File: config.mk
export PLATFORM = sky130hd
export DESIGN_NAME = trim_ctrl
export DESIGN_NICKNAME = d
export VERILOG_FILES = /design/src/rtl/trim_pkg.sv /design/src/rtl/trim_shifter.sv /design/src/rtl/trim_store.sv /design/src/rtl/trim_decode.sv /design/src/rtl/trim_ctrl.sv
export SDC_FILE = /design/constraint.sdc
export NUM_CORES = 1
export LEC_CHECK = 0
export ABC_AREA = 1
export BUFFER_PORTS_ARGS = -buffer_cell sky130_fd_sc_hd__buf_2
export CAP_MARGIN = 20
export CORE_UTILIZATION = 66
export DETAILED_ROUTE_END_ITERATION = 7
export GPL_ROUTABILITY_DRIVEN = 0
export GPL_TIMING_DRIVEN = 0
export HOLD_SLACK_MARGIN = 0.06
export PLACE_DENSITY_LB_ADDON = 0.05
export SLEW_MARGIN = 10
export SYNTH_ARGS = -nofsm -noshare
export SYNTH_HDL_FRONTEND = slang
export SYNTH_HIERARCHICAL = 1
export SYNTH_SLANG_ARGS = --single-unit
File: constraint.sdc
create_clock -name clk -period 8.9 [get_ports clk]
set_input_delay 0.445 -clock clk [delete_from_list [all_inputs] [get_ports clk]]
set_output_delay 0.445 -clock clk [all_outputs]
set_load 0.02 [all_outputs]
File: src/rtl/trim_pkg.sv
// Shared widths and constants for the serial capacitor trim logic.
// Assumes the fixed 11-bit word layout that the field decode depends on.
package trim_pkg;
    localparam int WORD_W   = 11;
    localparam int COARSE_W = 3;
    localparam int MID_W    = 4;
    localparam int FINE_W   = 4;
    localparam int IDX_W    = $clog2(WORD_W);
    localparam int CNTZ_W   = $clog2(WORD_W + 1);

    typedef logic [WORD_W-1:0] word_t;

    // Erased store: every capacitor bit high, check bit0 low
    localparam word_t ERASED_WORD = {{(WORD_W-1){1'b1}}, 1'b0};
endpackage

File: src/rtl/trim_shifter.sv
// Samples the serial lines with the block clock and shifts the data line
// into an 11-bit word on each rising edge of the serial clock line.
// Assumes ser_da and ser_clk are already synchronous to clk.
module trim_shifter
    import trim_pkg::*;
(
    input  logic  clk,
    input  logic  rst_n,
    input  logic  ser_da,
    input  logic  ser_clk,
    output logic  clk_lvl,
    output logic  da_lvl,
    output word_t shreg
);
    logic rise;

    // Rising edge of the serial clock relative to its last sampled level
    assign rise = ser_clk && !clk_lvl;

    // Sample the line levels once per block clock
    always_ff @(posedge clk) begin
        if (!rst_n) begin
            clk_lvl <= 1'b0;
            da_lvl  <= 1'b0;
        end else begin
            clk_lvl <= ser_clk;
            da_lvl  <= ser_da;
        end
    end

    // Shift toward bit0 so the first bit sent settles at bit0
    always_ff @(posedge clk) begin
        if (!rst_n) begin
            shreg <= '0;
        end else if (rise) begin
            shreg <= {ser_da, shreg[WORD_W-1:1]};
        end
    end


    shift_in_chk: assert property (@(posedge clk) disable iff (!rst_n)
        rise |=> (shreg[WORD_W-1] == $past(ser_da)) && (shreg[WORD_W-2:0] == $past(shreg[WORD_W-1:1])));


    shift_hold_chk: assert property (@(posedge clk) disable iff (!rst_n)
        !rise |=> $stable(shreg));
endmodule

File: src/rtl/trim_store.sv
// Model of the nonvolatile select word. It acts on programming pulses of at
// least MIN_PULSE cycles, according to the shifted word, and drives the
// readback level.
// Assumes pv_pulse is synchronous to clk; the stored word resets to erased.
module trim_store
    import trim_pkg::*;
#(
    parameter int MIN_PULSE = 4
)(
    input  logic  clk,
    input  logic  rst_n,
    input  logic  pv_pulse,
    input  word_t shreg,
    input  logic  clk_lvl,
    input  logic  da_lvl,
    output word_t store,
    output logic  pv_read
);
    localparam int CNT_W = $clog2(MIN_PULSE + 1);
    localparam logic [CNT_W-1:0] CNT_MAX = CNT_W'(MIN_PULSE);

    logic [CNT_W-1:0]  plen;
    logic              pv_q;
    logic              pulse_end;
    logic              pulse_ok;
    logic [CNTZ_W-1:0] zero_cnt;
    logic [IDX_W-1:0]  zero_idx;
    logic              one_zero;
    logic              all_ones;

    // Count pulse length, saturating at the qualifying minimum
    always_ff @(posedge clk) begin
        if (!rst_n) begin
            plen <= '0;
            pv_q <= 1'b0;
        end else begin
            pv_q <= pv_pulse;
            if (!pv_pulse)
                plen <= '0;
            else if (plen != CNT_MAX)
                plen <= plen + 1'b1;
        end
    end

    assign pulse_end = pv_q && !pv_pulse;
    assign pulse_ok  = pulse_end && (plen == CNT_MAX);

    // Count zero bits in the shifted word and locate the last one found
    always_comb begin
        zero_cnt = '0;
        zero_idx = '0;
        for (int i = 0; i < WORD_W; i++) begin
            if (!shreg[i]) begin
                zero_cnt = zero_cnt + 1'b1;
                zero_idx = IDX_W'(i);
            end
        end
    end

    assign one_zero = (zero_cnt == CNTZ_W'(1));
    assign all_ones = (zero_cnt == '0);

    // Apply erase or single-bit clear when a qualifying pulse ends
    always_ff @(posedge clk) begin
        if (!rst_n) begin
            store <= ERASED_WORD;
        end else if (pulse_ok) begin
            if (all_ones)
                store <= ERASED_WORD;
            else if (one_zero)
                store[zero_idx] <= 1'b0;
        end
    end

    // Readback of the selected stored bit while both lines rest high
    assign pv_read = clk_lvl && da_lvl && !pv_pulse && one_zero && store[zero_idx];


    short_pulse_chk: assert property (@(posedge clk) disable iff (!rst_n)
        (pulse_end && (plen != CNT_MAX)) |=> $stable(store));


    pulse_active_chk: assert property (@(posedge clk) disable iff (!rst_n)
        pv_pulse |=> $stable(store));


    erase_chk: assert property (@(posedge clk) disable iff (!rst_n)
        (pulse_ok && (shreg == '1)) |=> (store == ERASED_WORD));


    write_clears_chk: assert property (@(posedge clk) disable iff (!rst_n)
        (pulse_ok && ($countones(shreg) == WORD_W - 1)) |=>
            ($countones(store) <= $countones($past(store))));


    read_quiet_chk: assert property (@(posedge clk) disable iff (!rst_n)
        pv_read |-> (clk_lvl && da_lvl && !pv_pulse));
endmodule

File: src/rtl/trim_decode.sv
// Chooses the select source from the resting serial clock level and splits
// the word into coarse, mid and fine fields for the chosen variant.
// Assumes the stored word is active low and the shifted word active high.
module trim_decode
    import trim_pkg::*;
(
    input  logic                clk_lvl,
    input  logic                variant,
    input  word_t               shreg,
    input  word_t               store,
    output logic [COARSE_W-1:0] coarse_sel,
    output logic [MID_W-1:0]    mid_sel,
    output logic [FINE_W-1:0]   fine_sel
);
    word_t act;

    // Source select: shifted word when clock rests high, inverted store otherwise
    assign act = clk_lvl ? shreg : ~store;

    // Field split per variant
    always_comb begin
        if (variant) begin
            coarse_sel = act[10:8];
            mid_sel    = act[7:4];
            fine_sel   = {1'b0, act[3:1]};
        end else begin
            coarse_sel = '0;
            mid_sel    = act[8:5];
            fine_sel   = act[4:1];
        end
    end
endmodule

File: src/rtl/trim_ctrl.sv
// Top of the serial capacitor trim logic: the shifter, the nonvolatile
// store model and the select decode.
// Assumes all inputs are synchronous to clk; a disconnected pin reads 0.
module trim_ctrl
    import trim_pkg::*;
#(
    parameter int MIN_PULSE = 4
)(
    input  logic                clk,
    input  logic                rst_n,
    input  logic                ser_da,
    input  logic                ser_clk,
    input  logic                pv_pulse,
    input  logic                variant,
    output logic [COARSE_W-1:0] coarse_sel,
    output logic [MID_W-1:0]    mid_sel,
    output logic [FINE_W-1:0]   fine_sel,
    output logic                pv_read
);
    logic  clk_lvl;
    logic  da_lvl;
    word_t shreg;
    word_t store;

    trim_shifter u_shift (
        .clk     (clk),
        .rst_n   (rst_n),
        .ser_da  (ser_da),
        .ser_clk (ser_clk),
        .clk_lvl (clk_lvl),
        .da_lvl  (da_lvl),
        .shreg   (shreg)
    );

    trim_store #(.MIN_PULSE(MIN_PULSE)) u_store (
        .clk      (clk),
        .rst_n    (rst_n),
        .pv_pulse (pv_pulse),
        .shreg    (shreg),
        .clk_lvl  (clk_lvl),
        .da_lvl   (da_lvl),
        .store    (store),
        .pv_read  (pv_read)
    );

    trim_decode u_dec (
        .clk_lvl    (clk_lvl),
        .variant    (variant),
        .shreg      (shreg),
        .store      (store),
        .coarse_sel (coarse_sel),
        .mid_sel    (mid_sel),
        .fine_sel   (fine_sel)
    );


    reset_state_chk: assert property (@(posedge clk)
        $past(!rst_n) |-> (store == ERASED_WORD) && (shreg == '0) && !pv_read);
endmodule

==> metrics.txt <==
crit end category output pin; initial core utilization 0.6931; logic gate share of total power 0.679; Synth cell types 27; Core Footprint 3661 sq um; Hold Path Class primary input to flop; Fmax achieved 149.7 MHz; via count 2753; Fillers 315; Power Total 0.0006386 W; post-CTS setup repair buffer count 0; R2R depth 37; Most common cell on crit path nand2_1; worst min-delay path startpoint ser_da; Reg2Reg Setup Slack 2.48 ns; ranking of synthesized cells by area dfxtp_1 22%, nand2_1 22%, nand3_1 11%, inv_1 11%, nor2_1 7.8%; clock latency on the worst-skew pair 0.27 ns; Hold Vio Cnt, Final 0; DR vias/cell 5.315; hold slack 0.3827 ns; Ys Warns 6; skew final 0.002998 ns; #FFs+latches synth 28; first-pass GRT wire length 9.942 mm; largest net degree at the start of global routing 15; unrepaired setup endpoints after global routing false; GRT Util Overall 0.3016; vias in the first global route 2498; PwrDens 234.4 nW/um^2; Tcrit/Tclk final 0.7508; TritonCTS buffer count 3; initial antenna violation count 0; cts hold-fix bufs 0; CP Data Arrival Time 6.24 ns; n_diodes 0; launch point of the worst reg-to-reg path u_shift/shreg[1]; Syn Area/Cell 5.639 sq um; Worst-path clk slew 0.09 ns; Resize count post-CTS 0; register area 560.5 sq um; WHS Path Cells 3; final worst path period need 6.682 ns; Worst-Margin Slew 0.4651 ns; gr ovfl total 0; die area 4097 sq um; NetSw 0.0003234 W; Critical Path Source Type flop; area of the multi-input gates 1617 sq um; Final Slew Violations 0; DRC viols 0; Bufs on Longest Clock Path 2; max-cap viol count 0; Chip Width 64.01 um; CP peak stage delay 0.41 ns; H-tree levels 1; First DRT Iteration DRCs 159; final core occ 0.7440; WL final 5.668 mm; Finished Cell Area 2724 sq um; dominant cell type by area after synthesis dfxtp_1; Port Buffers 17; Die Span Y 64.01 um; outcome complete, no violations; reg2reg end u_store/store[6]; register area share after synthesis 0.2209; DP HPWL 4.497 mm; highest-delay cell along the critical path dfxtp_1; Syn Std Cell Area 2537 sq um; TritonCTS Sinks 28; CP Max Fanout 10; Post-Syn Instances 450; final setup fails 0; CTS tree done; Reg power frac 0.217; Synth-to-Final Area Change 7.347%; worst vdd ir 0.1264 mV; WL/cell 10.94 um; post-route ant nets 0; top-area cell type share of the netlist area 0.2209; dpl cell area 2683 sq um; I/O pins 18; critical path class flop to output pin; Internal Power 0.0003152 W; number of cell rows 22; clock share of power 0.104; worst path required time 8.46 ns; Max transition margin 0.6899; Hold Path End u_shift/da_lvl; switching share of power 0.5065; Syn Nets 468; share of cells above drive strength 1 0.1234; Post-Route Setup TNS 0 ns; drt pass-1 iters 5; Total Nets Final 490; P_leak 1.572 nW; root buffer cell clkbuf_8
## synth_stat cells
| cell | count |
|---|---|
| a21oi_1 | 7 |
| a31oi_1 | 1 |
| a41oi_1 | 1 |
| buf_2 | 3 |
| buf_4 | 2 |
| buf_6 | 2 |
| clkbuf_1 | 1 |
| clkinv_1 | 1 |
| dfxtp_1 | 28 |
| ha_1 | 12 |
| inv_1 | 73 |
| inv_2 | 7 |
| nand2_1 | 146 |
| nand2_2 | 10 |
| nand3_1 | 55 |
| nand3_2 | 6 |
| nand3_4 | 1 |
| nand4_1 | 15 |
| nor2_1 | 53 |
| nor2_2 | 1 |
| nor3_1 | 3 |
| o21ai_0 | 11 |
| o21bai_1 | 2 |
| o22ai_1 | 2 |
| or2_2 | 5 |
| xnor2_1 | 1 |
| xnor2_2 | 1 |
## power by group through the flow
stage	clock [W]	combinational [W]	sequential (W)
floorplan	0	0.000354	0.000139
global placement	0	0.000414	0.000142
CTS	0.0000683	0.000428	0.000139
detailed placement	0	0.000425	0.000142
finish	0.0000664	0.000433	0.000139
global route	0.0000729	0.000499	0.000140
## cell type report
type | count | area share
plain buffers | 8 | 0.02067
repair buffers | 17 | 0.03124
well taps | 48 | 0.02205
flip-flops and latches | 28 | 0.2058
inverters | 81 | 0.1116
multi-input cells | 333 | 0.5935
clock buffers | 3 | 0.01516
## stage by stage
step                instances  setup WS [ns]
floorplan                 450          2.966
finish                    518          2.218
global placement          515          2.649
global route              518          1.708
detailed placement        515          2.545
CTS                       518          2.218
## cell usage in the layout, fill, tap and decap left out, drive strengths merged
master,n
nand2,156
inv,80
nand3,62
nor2,54
dfxtp,28
buf,24
nand4,15
ha,12
o21ai,11
a21oi,7
or2,5
clkbuf,4
nor3,3
o21bai,2
o22ai,2
xnor2,2
clkinv,1
a31oi,1
a41oi,1
## routing by layer
layer / GRT usage / share of wire / vias up
met5: 0 / 0 / -
met4: 0.1420 / 0.020 / 0
met3: 0.02679 / 0.041 / 12
met2: 0.5213 / 0.47 / 77
met1: 0.3747 / 0.47 / 1215
li1: - / - / 1449
## sequential cells by signal, summed over array words and instances (netlist names)
name             flops
u_shift/da_lvl       1
u_store/store       11
u_shift/clk_lvl      1
u_shift/shreg       11
u_store/pv_q         1
u_store/plen         3
## how the worst max path moves through the flow
stage	start	endpoint	slack [ns]
after detailed placement	u_shift/shreg[1]	pv_read	2.54
after floorplan	u_shift/shreg[1]	pv_read	2.97
final	u_shift/shreg[1]	pv_read	2.22
after global placement	u_shift/shreg[1]	pv_read	2.65
after global routing	u_shift/shreg[1]	pv_read	1.71
after CTS	u_shift/shreg[1]	pv_read	2.22
## kinds of logic (layout without fill, tap and decap cells)
logic type                 after synthesis  in the layout  synth area share
buffers and inverters                   89            109            0.1420
adders and majority gates               12             12           0.05917
xor gates and xnor gates                 2              2          0.009864
AOI/OAI and AO/OA                       24             24           0.05227
and+or+nand+nor                        295            295            0.5158
DFF                                     28             28            0.2209
## worst max-delay path, delay by kind of cell, from the launching register on
kind,cells,cell delay [ns]
XOR/XNOR,1,0.26
adder cells (fa/ha/maj),9,2.37
buffers and inverters,7,0.73
flip-flops,1,0.41
AND/OR/NAND/NOR,19,2.18
No activity file was read; power rests on OpenSTA's default activity.
